### src/rtl/dma_seq_pkg.sv
package dma_seq_pkg;
  localparam int NUM_ERR = 2;
  localparam int ERR_RD  = 0;
  localparam int ERR_WR  = 1;

  typedef enum logic {
    CH_IDLE = 1'b0,
    CH_BUSY = 1'b1
  } ch_state_e;
endpackage

### src/rtl/dma_seq_errflags.sv
// Sticky error flags with write-one-to-clear; a set beats a clear
module dma_seq_errflags #(
  parameter int N = 2
) (
  input  logic         clk,
  input  logic         rst_n,
  input  logic [N-1:0] set_i,
  input  logic [N-1:0] clr_i,
  output logic [N-1:0] flags_o,
  output logic         any_set_o
);
  logic [N-1:0] flag_q;

  for (genvar i = 0; i < N; i++) begin : g_flag
    always_ff @(posedge clk or negedge rst_n) begin
      if (!rst_n)           flag_q[i] <= 1'b0;
      else if (set_i[i])    flag_q[i] <= 1'b1;
      else if (clr_i[i])    flag_q[i] <= 1'b0;
    end
  end

  assign flags_o   = flag_q;
  assign any_set_o = |set_i;
endmodule

### src/rtl/dma_seq_counter.sv
// Loaded count and remaining-transfer counter
module dma_seq_counter #(
  parameter int CNT_W = 8
) (
  input  logic             clk,
  input  logic             rst_n,
  input  logic             idle_i,
  input  logic             cfg_load_i,
  input  logic [CNT_W-1:0] cfg_value_i,
  input  logic             start_i,
  input  logic             step_i,
  input  logic             abort_i,
  output logic             cfg_nonzero_o,
  output logic             last_o
);
  localparam logic [CNT_W-1:0] ONE = CNT_W'(1);

  logic [CNT_W-1:0] cfg_q;
  logic [CNT_W-1:0] rem_q;

  always_ff @(posedge clk or negedge rst_n) begin
    if (!rst_n)                    cfg_q <= '0;
    else if (cfg_load_i && idle_i) cfg_q <= cfg_value_i;
  end

  always_ff @(posedge clk or negedge rst_n) begin
    if (!rst_n)                      rem_q <= '0;
    else if (abort_i)                rem_q <= '0;
    else if (start_i)                rem_q <= cfg_q;
    else if (step_i && rem_q != '0)  rem_q <= rem_q - ONE;
  end

  assign cfg_nonzero_o = (cfg_q != '0);
  assign last_o        = (rem_q == ONE);
endmodule

### src/rtl/dma_seq_ctrl.sv
// Busy state and interrupt pulse
module dma_seq_ctrl
  import dma_seq_pkg::*;
(
  input  logic clk,
  input  logic rst_n,
  input  logic enable_i,
  input  logic trig_i,
  input  logic xfer_done_i,
  input  logic abort_i,
  input  logic cfg_nonzero_i,
  input  logic last_i,
  input  logic err_hold_i,
  input  logic err_new_i,
  output logic start_o,
  output logic busy_o,
  output logic irq_o
);
  ch_state_e state_q;
  logic      finish;
  logic      irq_q;

  assign start_o = (state_q == CH_IDLE) && trig_i && enable_i &&
                   !err_hold_i && cfg_nonzero_i;
  assign finish  = (state_q == CH_BUSY) && xfer_done_i && last_i && !abort_i;

  always_ff @(posedge clk or negedge rst_n) begin
    if (!rst_n)       state_q <= CH_IDLE;
    else if (abort_i) state_q <= CH_IDLE;
    else if (start_o) state_q <= CH_BUSY;
    else if (finish)  state_q <= CH_IDLE;
  end

  always_ff @(posedge clk or negedge rst_n) begin
    if (!rst_n) irq_q <= 1'b0;
    else        irq_q <= finish || err_new_i;
  end

  assign busy_o = (state_q == CH_BUSY);
  assign irq_o  = irq_q;
endmodule

### src/rtl/dma_chan_seq.sv
module dma_chan_seq
  import dma_seq_pkg::*;
#(
  parameter int CNT_W = 8
) (
  input  logic             clk,
  input  logic             rst_n,
  input  logic             enable,
  input  logic             trig,
  input  logic             cnt_load,
  input  logic [CNT_W-1:0] cnt_value,
  input  logic             xfer_done,
  input  logic             rd_err,
  input  logic             wr_err,
  input  logic [1:0]       err_clr,
  input  logic             abort,
  output logic             busy,
  output logic             issue_ok,
  output logic             err_any,
  output logic             irq
);
  logic [NUM_ERR-1:0] err_set;
  logic [NUM_ERR-1:0] err_flags;
  logic               err_new;
  logic               err_hold;
  logic               start;
  logic               busy_w;
  logic               cfg_nonzero;
  logic               last;

  assign err_set[ERR_RD] = rd_err;
  assign err_set[ERR_WR] = wr_err;

  dma_seq_errflags #(.N(NUM_ERR)) u_err (
    .clk       (clk),
    .rst_n     (rst_n),
    .set_i     (err_set),
    .clr_i     (err_clr),
    .flags_o   (err_flags),
    .any_set_o (err_new)
  );

  assign err_hold = |err_flags;

  dma_seq_counter #(.CNT_W(CNT_W)) u_cnt (
    .clk           (clk),
    .rst_n         (rst_n),
    .idle_i        (!busy_w),
    .cfg_load_i    (cnt_load),
    .cfg_value_i   (cnt_value),
    .start_i       (start),
    .step_i        (xfer_done && busy_w),
    .abort_i       (abort),
    .cfg_nonzero_o (cfg_nonzero),
    .last_o        (last)
  );

  dma_seq_ctrl u_ctrl (
    .clk           (clk),
    .rst_n         (rst_n),
    .enable_i      (enable),
    .trig_i        (trig),
    .xfer_done_i   (xfer_done),
    .abort_i       (abort),
    .cfg_nonzero_i (cfg_nonzero),
    .last_i        (last),
    .err_hold_i    (err_hold),
    .err_new_i     (err_new),
    .start_o       (start),
    .busy_o        (busy_w),
    .irq_o         (irq)
  );

  assign busy     = busy_w;
  assign issue_ok = busy_w && enable && !err_hold;
  assign err_any  = err_hold;
endmodule

### config.mk
export PLATFORM = sky130hd
export DESIGN_NAME = dma_chan_seq
export DESIGN_NICKNAME = d
export VERILOG_FILES = /design/src/rtl/dma_seq_pkg.sv /design/src/rtl/dma_seq_errflags.sv /design/src/rtl/dma_seq_counter.sv /design/src/rtl/dma_seq_ctrl.sv /design/src/rtl/dma_chan_seq.sv
export SDC_FILE = /design/constraint.sdc
export NUM_CORES = 1
export LEC_CHECK = 0
export CAP_MARGIN = 20
export CORE_MARGIN = 2
export CORE_UTILIZATION = 65
export DETAILED_ROUTE_END_ITERATION = 16
export DONT_BUFFER_PORTS = 1
export PLACE_DENSITY_LB_ADDON = 0.05
export SLEW_MARGIN = 30
export SYNTH_ARGS = -nofsm -noshare
export SYNTH_HDL_FRONTEND = slang
export SYNTH_SLANG_ARGS = --single-unit
### constraint.sdc
create_clock -name clk -period 4.9 [get_ports clk]
set_input_delay 0.49 -clock clk [delete_from_list [all_inputs] [get_ports clk]]
set_output_delay 0.49 -clock clk [all_outputs]
set_load 0.03 [all_outputs]
==> impl_metrics.env, run 1 <==
export IMPL_required_ns=4.41
export IMPL_hold_violations=0
export IMPL_cts_tree="yes"
export IMPL_finalWorstSetupSlack_ns=3.01
export IMPL_layout_nets=125
export IMPL_antenna_left=0
export IMPL_fmax_mhz=530
export IMPL_die_h_um=45.2
export IMPL_rows=14
export IMPL_crit_fanout=9
export IMPL_p_leak_nw=0.479
export IMPL_grt_max_degree=21
export IMPL_status="complete, no violations"
export IMPL_die_w_um=45.2
export IMPL_synthToLayoutAreaGrowth_pct=3.51
export IMPL_setup_tns_final_ns=0
export IMPL_clock_path_buffers=2
export IMPL_fin_crit_sh_pct=38.5
export IMPL_startpoint_type="flop"
export IMPL_totalWireLength_mm=1.91
export IMPL_finalInstanceArea_um2=1140
export IMPL_relSlewSlack_pct=57.7
export IMPL_gp_congestion=0.853
export IMPL_intPower_uw=237
export IMPL_grt_pass1_vias=745
export IMPL_grt_overflow=0
export IMPL_finalPower_uw=312
export IMPL_ys_ff_latch=20
export IMPL_yosysSeqAreaShare_pct=45.3
export IMPL_ir_worst_vdd_mv=0.233
export IMPL_dieArea_um2=2050
export IMPL_finalSetupViolCount=0
export IMPL_cts_setup_buffers=0
export IMPL_regArea_um2=500
export IMPL_drc=0
export IMPL_slowest_stage="dfrtp_1"
export IMPL_h_tree_depth=1
export IMPL_worstMarginPinSlew_ns=0.634
export IMPL_place_ws_ns=3.15
export IMPL_root_buffer="clkbuf_4"
export IMPL_drtPass1Iterations=4
export IMPL_clk_latency_ns=0.30
export IMPL_postCtsHoldBufs=1
export IMPL_post_dp_cell_area_um2=1100
export IMPL_antenna_cells=0
export IMPL_holdWs_ns=0.112
export IMPL_grtUsageTotal_pct=22.3
export IMPL_crit_chain="and3_1"
export IMPL_cp_num_buf_inv=0
export IMPL_cap_violations=0
export IMPL_clkSinkCount=20
export IMPL_start_util_pct=71.7
export IMPL_grt_pass1_wl_mm=3.24
export IMPL_cts_resized_gates=0
export IMPL_synth_area_um2=1100
export IMPL_vias_per_cell=6.50
export IMPL_num_vias=773
export IMPL_core_area_um2=1540
export IMPL_syn_inst=102
export IMPL_end_kind="output port"
export IMPL_p_sw_uw=74.8
export IMPL_critPathArrivalTime_ns=1.40
export IMPL_final_layout_size_suffix_gt1_share_pct=23.3
export IMPL_multi_input_area_um2=559
export IMPL_crit_type="flop to output port"
export IMPL_clkTransAtPathRegs_ns=0.11
export IMPL_power_density_nw_per_um2=272
export IMPL_cts_made_buffers=3
export IMPL_num_io_pins=23
export IMPL_antenna_found_initial=0
export IMPL_min_delay_path_class="input port to async pin"
export IMPL_hpwl_mm=1.47
export IMPL_synth_warnings=0
export IMPL_post_drt_wl_per_cell_um=16.0
export IMPL_crit_family="flip-flops"
export IMPL_pwr_share_comb_pct=10.0
export IMPL_grt_setup_unrepaired="no"
export IMPL_crit_path_max_incr_delay_ns=0.67
export IMPL_drt_iter0_drc=25
export IMPL_clkPwrFrac_pct=30.1
export IMPL_syn_nets=123
export IMPL_final_setup_skew_ns=0.00331
export IMPL_fillerInstances=112
export IMPL_synth_cell_types=38
export IMPL_io_buffers=0
export IMPL_synth_avg_cell_area_um2=10.8
export IMPL_finalCriticalPeriod_ns=1.89
export IMPL_finalMaxSlewViolations=0
export IMPL_seqPwrFrac_pct=59.9
export IMPL_p_sw_share_pct=24.0
flip-flops by register name, indices dropped and copies added, names as in the netlist:
signal,cells
u_cnt.cfg_q,8
u_cnt.rem_q,8
u_err.flags_o,2
u_ctrl.busy_o,1
u_ctrl.irq_o,1
power groups by stage:
stage	clock (mW)	combinational, mW	sequential [mW]
global route	0.103	0.0347	0.188
floorplan	0	0.0265	0.187
detailed placement	0	0.0280	0.190
CTS	0.0947	0.0319	0.186
finish	0.0939	0.0311	0.187
global placement	0	0.0270	0.189
placed cells by master (no fill, tap or decap), types with 2 or more instances in the layout:
master     n
dfrtp_1   20
nor2_1    12
mux2_2     9
inv_1      6
nand2_1    4
a211oi_2   4
nand3_1    3
a21oi_1    3
a31oi_1    3
clkbuf_4   3
nor2b_1    2
nor4_1     2
nand2b_1   2
mux2i_1    2
o21ai_0    2
o211ai_1   2
ha_1       2
logic make-up (layout without fill, tap and decap cells):
family	Yosys count	in the layout	synth area share (%)
AND/OR/NAND/NOR	35	35	18.8
AO/OA/AOI/OAI	22	22	17.0
flip-flops	20	20	45.3
multiplexers	11	11	11.0
buffers and inverters	10	11	4.08
adder cells (fa/ha/maj)	2	2	2.26
XOR/XNOR	2	2	1.59
synthesized netlist by cell type:
library cell	count	share of area (%)
clkbuf_1	3	1.0
mux2_2	9	9.2
dfrtp_1	20	45
nor2_1	12	4.1
a21oi_1	3	1.4
or2b_1	1	0.68
nor3_1	1	0.45
a311oi_2	1	1.4
nor4_4	1	1.9
nand2b_1	2	1.1
or4_4	1	1.0
a41o_1	1	0.91
mux2i_1	2	1.8
inv_1	6	2.0
o41ai_1	1	0.79
o211ai_2	1	1.1
xnor2_1	1	0.79
nand4b_1	1	0.79
nor4_1	2	1.1
xor2_1	1	0.79
nor2b_1	2	1.1
a211o_1	1	0.79
nand3_1	3	1.4
a31oi_1	3	1.7
nand2_1	4	1.4
a21o_1	1	0.68
o31ai_1	1	0.68
ha_1	2	2.3
and3_1	1	0.57
or3_1	1	0.57
and4bb_2	1	1.1
a211oi_2	4	4.5
o21ai_0	2	0.91
o211ai_1	2	1.4
or3b_1	1	0.79
nand3b_1	1	0.68
a21o_2	1	0.79
buf_6	1	1.0
per-layer routing:
metal  share of wire [%]  global-route usage (%)
met5                   0                       0
met4                 1.9                    7.65
met3                 6.6                    7.20
met2                  46                    33.4
met1                  45                    30.6
final cells by class:
type | instances | area share [%]
clock buffers | 4 | 3.17
inverters | 6 | 1.97
multi-input cells | 72 | 48.9
flip-flops and latches | 20 | 43.8
well taps | 16 | 1.75
repair buffers | 1 | 0.438
path summary, 6_finish.rpt:
check                                               end  cells after the start                          from  slack [ns]
max                                            issue_ok                      1     u_ctrl.busy_o$_DFFE_PN0P_        3.01
min                          u_cnt.cfg_q[0]$_DFFE_PN0P_                      1                         rst_n        0.11
max reg2reg                  u_cnt.rem_q[1]$_DFFE_PN0P_                      4     u_ctrl.busy_o$_DFFE_PN0P_        3.14
min reg2reg                u_err.flags_o[1]$_DFFE_PN0P_                      1  u_err.flags_o[1]$_DFFE_PN0P_        0.51
max in group asynchronous    u_cnt.rem_q[0]$_DFFE_PN0P_                      1                         rst_n        4.49
min in group clk             u_cnt.rem_q[5]$_DFFE_PN0P_                      1                         abort        0.23
through the flow:
stage          std cells  utilization [%]
6_report             119             74.2
3_3_place_gp         114             71.5
4_1_cts              119             74.5
3_5_place_dp         114             71.5
5_1_grt              119             74.2
2_1_floorplan        102                -
(Power assumes the default switching activity.)
==> inputs of run 2 (changes only) <==
--- a/config.mk
+++ b/config.mk
@@ -5,9 +5,10 @@
 export SDC_FILE = /design/constraint.sdc
 export NUM_CORES = 1
 export LEC_CHECK = 0
+export ABC_AREA = 1
 export CAP_MARGIN = 20
 export CORE_MARGIN = 2
-export CORE_UTILIZATION = 65
+export CORE_UTILIZATION = 55
 export DETAILED_ROUTE_END_ITERATION = 16
 export DONT_BUFFER_PORTS = 1
 export PLACE_DENSITY_LB_ADDON = 0.05
==> constraint.sdc (replaced) <==
create_clock -name clk -period 1.6 [get_ports clk]
set_input_delay 0.16 -clock clk [delete_from_list [all_inputs] [get_ports clk]]
set_output_delay 0.16 -clock clk [all_outputs]
set_load 0.03 [all_outputs]
==> impl_metrics.env, run 2 <==
export IMPL_status="complete, no violations"
export IMPL_fmax_mhz=676
export IMPL_hold_violations=0
export IMPL_final_layout_size_suffix_gt1_share_pct=18.0
export IMPL_rows=16
export IMPL_crit_path_max_incr_delay_ns=0.42
export IMPL_final_setup_skew_ns=0.00363
export IMPL_finalMaxSlewViolations=0
export IMPL_end_kind="output port"
export IMPL_worstMarginPinSlew_ns=0.473
export IMPL_mostFrequentLayoutCell="nand2_1"
export IMPL_synth_top_area_share_pct=42.2
export IMPL_cpMostUsedCell="buf_4"
export IMPL_post_drt_wl_per_cell_um=14.0
export IMPL_die_w_um=50.4
export IMPL_finalPower_mw=1.60
export IMPL_pwr_share_comb_pct=31.7
export IMPL_synth_warnings=0
export IMPL_gp_congestion=0.821
export IMPL_ys_ff_latch=20
export IMPL_antenna_cells=0
export IMPL_slowest_stage="dfrtp_1"
export IMPL_ir_worst_vdd_mv=0.745
export IMPL_num_vias=1033
export IMPL_crit_type="flop to output port"
export IMPL_io_buffers=0
export IMPL_finalCriticalPeriod_ns=1.48
export IMPL_yosysMostFrequentCell="nand2_1"
export IMPL_crit_chain="inv_1 > nand2_1 > buf_4 > nor2_1 > buf_4"
export IMPL_reg2reg_setup_slack_ns=0.15
export IMPL_finalWorstSetupSlack_ns=0.120
export IMPL_p_sw_share_pct=34.9
export IMPL_grt_overflow=0
export IMPL_cts_tree="yes"
export IMPL_synthToLayoutAreaGrowth_pct=23.9
export IMPL_die_h_um=50.4
export IMPL_hpwl_mm=1.85
export IMPL_fin_crit_sh_pct=92.5
export IMPL_setup_tns_final_ns=0
export IMPL_synth_avg_cell_area_um2=8.35
export IMPL_clock_path_buffers=2
export IMPL_drc=0
export IMPL_num_io_pins=23
export IMPL_synth_top_flop_cell="dfrtp_1"
export IMPL_place_ws_ns=0.105
export IMPL_grt_pass1_wl_mm=4.77
export IMPL_synth_top_area_cell="dfrtp_1"
export IMPL_h_tree_depth=1
export IMPL_grt_setup_unrepaired="no"
export IMPL_cap_violations=0
export IMPL_finalSetupViolCount=0
export IMPL_antenna_found_initial=0
export IMPL_drtPass1Iterations=4
export IMPL_fin_util_pct=73.4
export IMPL_synth_area_um2=1190
export IMPL_p_leak_nw=0.707
export IMPL_root_buffer="clkbuf_4"
export IMPL_crit_fanout=2
export IMPL_fillerInstances=162
export IMPL_intPower_mw=1.04
export IMPL_p_sw_uw=558
export IMPL_final_cell_mix="53 x nand2_1, 20 x dfrtp_1, 16 x dlygate4sd3_1"
export IMPL_clkPwrFrac_pct=26.5
export IMPL_synthArstFlopShare_pct=100
export IMPL_yosysSeqAreaShare_pct=42.2
export IMPL_required_ns=1.44
export IMPL_finalInstanceArea_um2=1470
export IMPL_synth_cell_types=23
export IMPL_drt_iter0_drc=19
export IMPL_min_delay_path_class="input port to flop"
export IMPL_synth_common_cells="53 x nand2_1, 20 x dfrtp_1, 13 x nor2_1"
export IMPL_clkSinkCount=20
export IMPL_ys_top_cells_by_area="dfrtp_1 42%, nand2_1 17%, mux2_2 7.6%, nand3_1 5.1%, nor2_1 4.1%"
export IMPL_synth_edf_count=0
export IMPL_grtUsageTotal_pct=25.0
export IMPL_grt_max_degree=21
export IMPL_relSlewSlack_pct=68.5
export IMPL_core_area_um2=2000
export IMPL_startpoint_type="flop"
export IMPL_layout_nets=189
export IMPL_syn_inst=142
export IMPL_power_density_nw_per_um2=1090
export IMPL_antenna_left=0
export IMPL_grt_pass1_vias=1062
export IMPL_clk_latency_ns=0.31
export IMPL_post_dp_cell_area_um2=1250
export IMPL_critPathArrivalTime_ns=1.32
export IMPL_dieArea_um2=2540
export IMPL_clkTransAtPathRegs_ns=0.12
export IMPL_totalWireLength_mm=2.71
export IMPL_vias_per_cell=5.32
export IMPL_seqPwrFrac_pct=41.8
export IMPL_syn_nets=163
export IMPL_start_util_pct=59.3
export IMPL_cts_made_buffers=3
run 2: cell types whose count changed in the layout (fill, tap and decap cells not counted), sizes merged, moves of 5 or more:
cell / before / now
nor2: 12 / 17
o21ai: 2 / 7
nand2: 4 / 56
dlygate4sd3: 0 / 16
nand3: 3 / 12
run 2: worst paths after layout:
path	endpoint	depth (start not counted)	start
hold / removal	u_cnt.rem_q[4]$_DFFE_PN0P_	3	abort
min in group asynchronous	u_cnt.cfg_q[5]$_DFFE_PN0P_	2	rst_n
setup / recovery	issue_ok	5	u_err.flags_o[0]$_DFFE_PN0P_
max in group asynchronous	u_cnt.rem_q[6]$_DFFE_PN0P_	2	rst_n
setup reg to reg	u_cnt.rem_q[3]$_DFFE_PN0P_	7	u_cnt.rem_q[0]$_DFFE_PN0P_
hold reg to reg	u_cnt.rem_q[6]$_DFFE_PN0P_	2	u_cnt.rem_q[6]$_DFFE_PN0P_
run 2: worst max-delay path, delay by kind of cell, from the launching register on:
kind / cells / cell delay [ns]
buffers and inverters: 3 / 0.42
DFF: 1 / 0.42
and+or+nand+nor: 2 / 0.17
run 2: cell type report:
class / instances / area, um2 / area share (%)
Multi-Input combinational cell: 110 / 631 / 42.9
Tap cell: 27 / 33.8 / 2.30
Inverter: 12 / 57.6 / 3.91
Sequential cell: 20 / 500 / 34.0
Clock buffer: 3 / 22.5 / 1.53
Clock inverter: 1 / 30.0 / 2.04
Timing Repair Buffer: 21 / 195 / 13.3
run 2: what timing repair did:
action                                 4_1_cts  5_1_grt
resized for setup                            0        2
setup endpoints to repair                    0        6
hold buffers                                16        1
setup buffers                                0        0
endpoints found under the hold margin       32       20
run 2: cells by family after synthesis:
logic type | after synthesis | synth area share [%]
simple gates | 89 | 36.6
flops | 20 | 42.2
buf+inv | 12 | 4.85
compound gates | 9 | 5.17
mux | 8 | 7.60
xor+xnor | 2 | 1.48
fa+ha+maj | 2 | 2.11
run 2: per-layer routing:
layer	up-vias	global-route usage (%)	wire [um]
li1	507	-	-
met4	0	4.05	15
met3	2	6.25	100
met1	501	31.7	1220
met2	23	43.6	1380
met5	-	0	0
run 2: through the flow:
step,std cells,hold slack [ns]
floorplan,142,-0.136
global placement,173,-0.135
detailed placement,173,-0.135
CTS,193,0.0465
global route,194,0.0433
finish,194,0.0430
run 2: power by group through the flow:
stage / Combinational (mW) / Sequential (mW) / Clock, mW
global route: 0.596 / 0.682 / 0.445
finish: 0.507 / 0.669 / 0.425
detailed placement: 0.450 / 0.675 / 0
CTS: 0.496 / 0.665 / 0.426
floorplan: 0.379 / 0.653 / 0
global placement: 0.445 / 0.675 / 0
